==> config.mk <==
export PLATFORM = sky130hd
export DESIGN_NAME = cal_handshake
export DESIGN_NICKNAME = d
export VERILOG_FILES = /design/src/rtl/cal_handshake.sv
export SDC_FILE = /design/constraint.sdc
export NUM_CORES = 1
export LEC_CHECK = 0
export BUFFER_PORTS_ARGS = -buffer_cell sky130_fd_sc_hd__buf_2
export CORE_MARGIN = 10
export CORE_UTILIZATION = 40
export CTS_CLUSTER_SIZE = 25
export DETAILED_ROUTE_END_ITERATION = 7
export PLACE_DENSITY = 0.72
export SLEW_MARGIN = 30
export SYNTH_ARGS = -nofsm -noshare
export SYNTH_HDL_FRONTEND = slang
export SYNTH_SLANG_ARGS = --single-unit
==> constraint.sdc <==
create_clock -name clk -period 1.67 [get_ports clk]
set_clock_uncertainty 0.2 [all_clocks]
set_input_delay 0.2505 -clock clk [delete_from_list [all_inputs] [get_ports clk]]
set_output_delay 0.2505 -clock clk [all_outputs]
set_load 0.005 [all_outputs]
==> src/rtl/cal_handshake.sv <==
module cal_handshake #(
  parameter int ADDR_W        = 4,
  parameter int DATA_W        = 8,
  parameter int CFG_ADDR      = 1,
  parameter int STAT_ADDR     = 9,
  parameter int POLL_CYC      = 24,
  parameter int FSK_FAST_CYC  = 10,
  parameter int FSK_FULL_MULT = 4
) (
  input  logic              clk,
  input  logic              rst_n,
  input  logic              auto_cal,
  input  logic              wr_en,
  input  logic [ADDR_W-1:0] addr,
  input  logic [DATA_W-1:0] wr_data,
  output logic [DATA_W-1:0] rd_data
);
  localparam int FSK_FULL_CYC = FSK_FAST_CYC * FSK_FULL_MULT;
  localparam int MAX_CYC = (POLL_CYC > FSK_FULL_CYC) ? POLL_CYC : FSK_FULL_CYC;
  localparam int CNT_W = $clog2(MAX_CYC + 1);

  logic             poll_en, fsk_en, acc_q;
  logic             poll_done, fsk_done;
  logic             poll_run, fsk_run;
  logic [CNT_W-1:0] poll_cnt, fsk_cnt;

  wire cfg_wr    = wr_en && (addr == ADDR_W'(CFG_ADDR));
  wire acc_next  = cfg_wr ? wr_data[2] : acc_q;

  // controller start pulses to the engines
  wire poll_go   = !poll_en && (auto_cal || (cfg_wr && wr_data[0]));
  wire fsk_go    = !fsk_en  && (auto_cal || (cfg_wr && wr_data[1]));

  // engine completion pulses back to the controller
  wire poll_fin  = poll_run && (poll_cnt == '0);
  wire fsk_fin   = fsk_run  && (fsk_cnt  == '0);

  wire [CNT_W-1:0] fsk_len = acc_next ? CNT_W'(FSK_FULL_CYC - 1) : CNT_W'(FSK_FAST_CYC - 1);

  // polling-timer calibration engine
  always_ff @(posedge clk) begin
    if (!rst_n) begin
      poll_run <= 1'b0;
      poll_cnt <= '0;
    end else if (poll_go) begin
      poll_run <= 1'b1;
      poll_cnt <= CNT_W'(POLL_CYC - 1);
    end else if (poll_fin) begin
      poll_run <= 1'b0;
    end else if (poll_run) begin
      poll_cnt <= poll_cnt - 1'b1;
    end
  end

  // FSK receiver calibration engine
  always_ff @(posedge clk) begin
    if (!rst_n) begin
      fsk_run <= 1'b0;
      fsk_cnt <= '0;
    end else if (fsk_go) begin
      fsk_run <= 1'b1;
      fsk_cnt <= fsk_len;
    end else if (fsk_fin) begin
      fsk_run <= 1'b0;
    end else if (fsk_run) begin
      fsk_cnt <= fsk_cnt - 1'b1;
    end
  end

  // register-side handshake
  always_ff @(posedge clk) begin
    if (!rst_n) begin
      acc_q     <= 1'b0;
      poll_en   <= 1'b0;
      fsk_en    <= 1'b0;
      poll_done <= 1'b0;
      fsk_done  <= 1'b0;
    end else begin
      acc_q <= acc_next;
      if (poll_go) begin
        poll_en   <= 1'b1;
        poll_done <= 1'b0;
      end else if (poll_fin) begin
        poll_en   <= 1'b0;
        poll_done <= 1'b1;
      end
      if (fsk_go) begin
        fsk_en   <= 1'b1;
        fsk_done <= 1'b0;
      end else if (fsk_fin) begin
        fsk_en   <= 1'b0;
        fsk_done <= 1'b1;
      end
    end
  end

  always_comb begin
    rd_data = '0;
    if (addr == ADDR_W'(CFG_ADDR))
      rd_data[2:0] = {acc_q, fsk_en, poll_en};
    else if (addr == ADDR_W'(STAT_ADDR))
      rd_data[1:0] = {fsk_done, poll_done};
  end
endmodule


# Word-level counts from Yosys, hierarchy flattened
# Cells that the tools add are included.
[totals]
regBits = 17
input_bits = 16
out_inout_bits = 8
elab_cells = 53
[op_classes]
add_sub_neg = 2
eq_ne = 4
mux = 15
bitwise_logic = 2
reduce_logical = 22
[ops]
columns = ["op", "n"]
rows = [
  ["$mux 6", 4],
  ["$mux 5", 3],
  ["$logic_not 6->1", 2],
  ["$sub 6x1->6 const B", 2],
  ["$reduce_bool 2->1", 4],
  ["$logic_and 1x1->1", 7],
  ["$mux 1", 6],
  ["$reduce_and 2->1", 3],
  ["$eq 4x1->1 const B", 1],
  ["$eq 4x4->1 const B", 1],
  ["$mux 2", 2],
  ["$ne 2x2->1 const B", 2],
  ["$reduce_or 2->1", 2],
  ["$logic_not 1->1", 2],
  ["$logic_or 1x1->1", 2],
  ["$not 1->1", 2],
]

# Longest topological paths before layout
# Gate-level depths: netlist of the first run.
[logic_depth]
ltp_word = 7
ltp_mapped = 7
depth_no_buf = 7

# Worst setup path after synthesis of the first run
# Ideal clock, no wire load.
[synth_path]
path_kind = "reg2reg"
from = "register poll_cnt[0]"
to = "register poll_cnt[1]"
setup_ns = 0.121
t_arrival_ns = 1.469
required_ns = 1.349
path_slack_ns = -0.120
path_stages_with_launch = 8
period_less_slack_ns = 1.790
path_cell_list = "dfxtp_1 > inv_1 > ha_1 > or4b_4 > o21ai_2 > nor2_1 > a211oi_1 > nor2_1"
[synth_via]
elab_chain_cells = 4
elab_cells_between_ends = 8
[synth_lines]
columns = ["element", "line", "text"]
rows = [
  ["start, declared", "25", "logic [CNT_W-1:0] poll_cnt, fsk_cnt;"],
  ["start signal, assigned", "47", "poll_cnt <= CNT_W'(POLL_CYC - 1);"],
  ["start signal, assigned", "51", "poll_cnt <= poll_cnt - 1'b1;"],
  ["$sub 6x1->6 / $logic_not 6->1 (equally long branches)", "51, 35", ""],
  ["$mux 5 / $logic_and 1x1->1 (equally long branches)", "50, 35", ""],
  ["$mux 5 / $ne 2x2->1 (equally long branches)", "--", ""],
  ["$mux 5 / $reduce_and 2->1 (equally long branches)", "--", ""],
]
# Several ways; a longest one is shown, not always the timed one. The select of a mux whose other input is x is not followed.
# A chain may end at the register's enable or synchronous reset.

# Worst setup path after layout of the first run
[layout_path]
from = "register poll_cnt[1]"
to = "register poll_cnt[5]"
[layout_via]
elab_chain_cells = 4
elab_cells_between_ends = 5
[layout_lines]
columns = ["element"]
rows = [
  ["branches (longest 4 deep; another with $sub 6x1->6)"],
]
# Parallel ways; which one is timed is not known.

==> results of run 1 <==
-- power groups by stage --
stage          registers, W  logic (W)  clock network, W
2_1_floorplan      0.000506   0.000253                 0
3_3_place_gp       0.000509   0.000388                 0
3_5_place_dp       0.000510   0.000405                 0
4_1_cts            0.000507   0.000430          0.000230
5_1_grt            0.000523   0.000573          0.000250
6_report           0.000516   0.000516          0.000231
-- cell type report --
cell class / count / share of cell area
multi-input combinational: 90 / 0.491
sequential: 17 / 0.251
timing repair buffer: 39 / 0.193
inverter: 8 / 0.0216
tap: 28 / 0.0252
clock buffer: 4 / 0.0189
-- metal layers --
metal | wire, µm | up-vias | part of all wire | GRT usage
li1 | - | 493 | - | -
met5 | 0 | - | 0 | 0
met2 | 1310 | 31 | 0.47 | 0.171
met1 | 1260 | 459 | 0.45 | 0.126
met3 | 132 | 6 | 0.048 | 0.0243
met4 | 75 | 0 | 0.027 | 0.0609
-- worst register-to-register path, cell delays in order, from the launching register on --
cell,delay (ns)
dfxtp_2,0.34
inv_2,0.06
ha_4,0.13
or4b_4,0.48
buf_4,0.16
nor2_4,0.08
buf_6,0.10
nor3_1,0.04
a21oi_1,0.13
nor2_1,0.05
-- Yosys cell counts (all sizes together), types with 3 or more instances --
| master | n |
|---|---|
| o21ai | 4 |
| nor2b | 3 |
| ha | 3 |
| nor3 | 8 |
| nand2 | 3 |
| nor2 | 22 |
| nand3 | 3 |
| mux2i | 3 |
| buf | 6 |
| dfxtp | 17 |
| a211oi | 3 |
| o221a | 3 |
| o21a | 3 |
| inv | 8 |
| a21oi | 6 |
-- sequential cells by signal, indices dropped and copies added, names as in the netlist --
signal and flops:
acc_q 1, poll_cnt 6, poll_done 1, fsk_en 1, poll_en 1, fsk_cnt 6
fsk_done 1
-- stage by stage --
| step | TNS, ns | cell area (µm²) |
|---|---|---|
| after floorplan | -0.291 | 1020 |
| after global placement | -1.03 | 1220 |
| after detailed placement | -1.43 | 1220 |
| after CTS | -0.782 | 1290 |
| after global routing | -2.15 | 1390 |
| final | -1.49 | 1390 |
-- repair_timing --
item / CTS / global route
gates cloned: 0 / 0
pin swaps: 7 / 4
resized for setup: 8 / 14
setup buffers: 2 / 4
endpoints found under the setup margin: 10 / 13
-- how the worst min path moves through the flow --
| stage | end | slack (ns) | start | cells past startpoint |
|---|---|---|---|---|
| after floorplan | fsk_en$_SDFFE_PN0P_ | 0.17 | rst_n | 1 |
| after global placement | fsk_done$_SDFFE_PP0P_ | 0.25 | fsk_done$_SDFFE_PP0P_ | 2 |
| after detailed placement | fsk_done$_SDFFE_PP0P_ | 0.27 | fsk_done$_SDFFE_PP0P_ | 2 |
| after CTS | acc_q$_SDFF_PN0_ | 0.02 | wr_data[2] | 3 |
| after global routing | acc_q$_SDFF_PN0_ | 0.02 | wr_data[2] | 3 |
| final | acc_q$_SDFF_PN0_ | 0.02 | wr_data[2] | 3 |
-- cell usage in the layout (no fill, tap or decap), drive strengths merged --
master	n
and2	1
o32ai	1
o31a	1
nand3	3
a221o	1
nor2b	3
o21bai	1
o221a	3
mux2i	3
buf	39
conb	5
nor4b	1
a211oi	3
inv	8
ha	3
dfxtp	17
nand2	3
o21a	3
and3	1
or4b	1
o21ai	4
o22ai	1
nor2	22
nand4b	1
nor3	8
clkbuf	4
or3b	1
nor4	2
a311oi	1
mux2	1
a31oi	1
xnor2	2
a21oi	6
nand4	2
nand3b	1
-- cell families (layout without fill, tap and decap cells) --
family,after synthesis,after routing,share of synthesized area
and+or+nand+nor,50,50,0.289
DFF,17,17,0.343
adders and majority gates,3,3,0.0379
AOI/OAI and AO/OA,26,26,0.193
muxes,4,4,0.0417
other,1,5,0.00378
buffers and inverters,14,51,0.0732
xor gates and xnor gates,2,2,0.0177
==> run metrics, run 1 <==
clock root cell=clkbuf_4; cell leakage power=0.619 nW; starting density of the core=0.435; RSZ-0062 raised after global routing=yes; Area contributors post-synth=dfxtp_1 (34%), nor2_1 (8.3%), nor3_1 (4.0%), buf_4 (3.8%), ha_1 (3.8%); status=finished with violations; initial antenna violation count=0; Max Slew Vio Count=0; cell family with most CP delay=simple AND/OR/NAND/NOR gates; n_diodes=0; initial drt markers=86; fin crit period=1.88 ns; multi-input logic area=682 µm²; PnR worst setup slack=-0.211 ns; biggest area consumer among synthesized cells=dfxtp_1; crit path kind=reg -> reg; Setup crit end=poll_cnt[5]$_SDFFE_PP0P_; WP depth=9; crit path buf inv count=3; Clock Latency Late Sink=0.29 ns; Vias=989; DP HPWL=1.94 mm; Die W=69.8 µm; CTS tree=built; period utilisation layout=1.13; Placer Congestion=0.826; cell count of the worst reg-to-reg path=9; FMAX=532 MHz; Layout Area Growth over Synthesis=40.3%; TritonCTS Buffers=3; Core Area=2280 µm²; Comb power frac=0.409; Reg2Reg Capture Point=poll_cnt[5]$_SDFFE_PP0P_; Seq/Total Area, Yosys=0.343; Reg power frac=0.408; Hold Crit Class=in -> reg; DRC viols=0; Die Ht=69.8 µm; final core utilization=0.611; synthesized flop and latch total=17; # hold bufs at CTS=0; number of synthesized flops with an enable pin=0; Ports=24; CP startpoint=poll_cnt[1]$_SDFFE_PN0P_; sequential cell area=349 µm²; WL/cell=14.9 µm; drt pass-1 iters=4; critical-path cell list=inv_2 -> ha_4 -> or4b_4 -> buf_4 -> nor2_4 -> buf_6 -> nor3_1 -> a21oi_1 -> nor2_1; total die area=4870 µm²; vias per cell=5.32; Distinct cells, synth=38; P_sw=0.000432 W; setup violation total in the final timing report=8; Post-DRT Antenna Nets=0; Synth Flop Type=dfxtp_1; Worst-path clk slew=0.10 ns; # fillers=185; share of cells above drive strength 1=0.411; Worst setup EP type=flip-flop; worst stage delay on the critical path=0.48 ns; first-pass GRT wire length=4.53 mm; async set-or-reset flop fraction in the synthesized netlist=0; via count of the first global-routing pass=988; nets=178; r2r setup slk=-0.21 ns; Max-Cap Viols=0; startpoint types=flip-flop; total power=0.00126 W; largest net degree at the start of global routing=12; Clock Power Share=0.183; final non-filler cell total=186; count of input and output buffers=13; H-Tree Depth=1; PD cells=908 nW/µm²; # rows=17; Syn Inst Count=117; CP arrival=1.87 ns; Min Hold Slack=0.0239 ns; critical path fanouts, max=2; pre-CTS WS=-0.198 ns; Internal=0.000831 W; CTS max path bufs=2; slowest CP cell=or4b_4; Mapped Avg Cell Area=8.47 µm²; grt total ovfl=0; Net Sw Frac=0.342; Sink Count=17; worst endpoint required time=1.66 ns; drt total wl=2.77 mm; GRT Util Overall=0.107; peak supply drop=0.417 mV; Syn. warnings=0; reg2reg start=poll_cnt[1]$_SDFFE_PN0P_; failing checks=setup timing; mapped cell area=991 µm²; share of the synthesized area in the top cell type=0.343; Fin. Hold Viols=0; cell count after placement=176
(Power assumes the default switching activity.)
==> run 2, diff against run 1 <==
--- a/config.mk
+++ b/config.mk
@@ -8,6 +8,7 @@
 export BUFFER_PORTS_ARGS = -buffer_cell sky130_fd_sc_hd__buf_2
 export CORE_MARGIN = 10
 export CORE_UTILIZATION = 40
+export CTS_BUF_LIST = sky130_fd_sc_hd__clkbuf_4 sky130_fd_sc_hd__clkbuf_8
 export CTS_CLUSTER_SIZE = 25
 export DETAILED_ROUTE_END_ITERATION = 7
 export PLACE_DENSITY = 0.72
==> run 2 against run 1 <==
  * The run still ends with setup timing left
  * Sequential share of layout area is 0.58 points higher
  * Largest cell class unchanged
  * Setup slack better by 0.040 ns
  * First-iteration DRC count is the same
==> run metrics, run 2 (synthesis results as in run 1) <==
nets=174; GRT Util Overall=0.106; Placer Congestion=0.826; top flop regs=fsk_cnt: 6 flops, poll_cnt: 6 flops; FMAX=543 MHz; TNS Setup=-0.869 ns; commonest cells after routing, fill and taps aside=nor2_1 (21), buf_4 (21), dfxtp_1 (13), buf_2 (13), nor3_1 (7); starting density of the core=0.435; worst endpoint required time=1.66 ns; slowest CP cell=or4b_4; pre-CTS WS=-0.198 ns; peak supply drop=0.417 mV; DP HPWL=1.94 mm; grt total ovfl=0; cell leakage power=0.603 nW; CTS max path bufs=2; H-Tree Depth=1; failing checks=setup timing; Hold Crit Class=in -> reg; Fin. Hold Viols=0; Worst setup EP type=flip-flop; Layout Area Growth over Synthesis=36.6%; Max Slew Vio Count=0; # hold bufs at CTS=0; worst stage delay on the critical path=0.49 ns; crit path kind=reg -> reg; Sink Count=17; startpoint types=flip-flop; Cell Area, Placed=1220 µm²; fin crit period=1.84 ns; CTS tree=built; Ports=24; first-pass GRT wire length=4.49 mm; final core utilization=0.595; Die W=69.8 µm; status=finished with violations; WL/cell=14.5 µm; total die area=4870 µm²; drt pass-1 iters=4; PD cells=918 nW/µm²; TritonCTS Buffers=3; Max-Cap Viols=0; Worst-path clk slew=0.10 ns; Clock Latency Late Sink=0.29 ns; count of input and output buffers=13; vias per cell=5.36; critical path fanouts, max=4; initial antenna violation count=0; Design Area, Final=1350 µm²; initial drt markers=86; via count of the first global-routing pass=982; clock root cell=clkbuf_4; Die Ht=69.8 µm; drt total wl=2.65 mm; CP arrival=1.83 ns; largest net degree at the start of global routing=12; Vias=975; RSZ-0062 raised after global routing=yes; n_diodes=0; Core Area=2280 µm²; share of cells above drive strength 1=0.396; period utilisation layout=1.10; Post-DRT Antenna Nets=0; PnR worst setup slack=-0.171 ns; DRC viols=0; critical-path cell list=inv_2 -> ha_4 -> or4b_4 -> o21ai_4 -> buf_6 -> nor2b_4 -> nor2_1; # rows=17; setup violation total in the final timing report=7
==> run 2: what timing repair did <==
action                                  4_1_cts  5_1_grt
endpoints found under the setup margin       10       13
setup buffers                                 1        1
endpoints found under the hold margin         0        0
gates resized for setup                       7       12
pin swaps                                     3        3
==> run 2: critical path, delay by kind of cell, from the launching register on <==
| family | cells | cell delay, ns |
|---|---|---|
| flops | 1 | 0.34 |
| fa+ha+maj | 1 | 0.13 |
| compound gates | 1 | 0.23 |
| simple gates | 3 | 0.65 |
| buf+inv | 2 | 0.19 |
==> run 2: layout make-up <==
cell class              count  area (µm²)
clock buffers               4        30.0
multi-input cells          90         677
fillers                   191         922
well taps                  28        35.0
flip-flops and latches     17         348
inverters                   8        30.0
repair buffers             35         234
==> run 2: through the flow <==
stage                     total power (W)  instances  hold slack [ns]
after global placement           0.000897        176            0.249
after CTS                         0.00118        181           0.0169
final                             0.00124        182           0.0231
after detailed placement         0.000916        176            0.269
after floorplan                  0.000759        121            0.172
after global routing              0.00132        182           0.0278
==> run 2: routing by layer <==
layer / routed length, µm / GRT usage / up-vias
met5: 0 / 0 / -
met4: 52 / 0.0500 / 0
met3: 131 / 0.0228 / 4
met2: 1220 / 0.171 / 28
met1: 1240 / 0.129 / 454
li1: - / - / 489
==> run 2: final timing paths <==
path | cells after the start | from | slack (ns) | end
worst max-delay path | 7 | poll_cnt[0]$_SDFFE_PN0P_ | -0.17 | poll_en$_SDFFE_PN0P_
worst min-delay path | 3 | wr_data[2] | 0.02 | acc_q$_SDFF_PN0_
worst max register to register | 7 | poll_cnt[0]$_SDFFE_PN0P_ | -0.17 | poll_en$_SDFFE_PN0P_
worst min register to register | 2 | poll_done$_SDFFE_PP0N_ | 0.30 | poll_done$_SDFFE_PP0N_
==> run 2: power breakdown <==
part	internal, W	leakage, nW	switching, W
clock	0.000109	0.0184	0.000137
combinational	0.000257	0.443	0.000225
sequential	0.000458	0.142	0.0000557
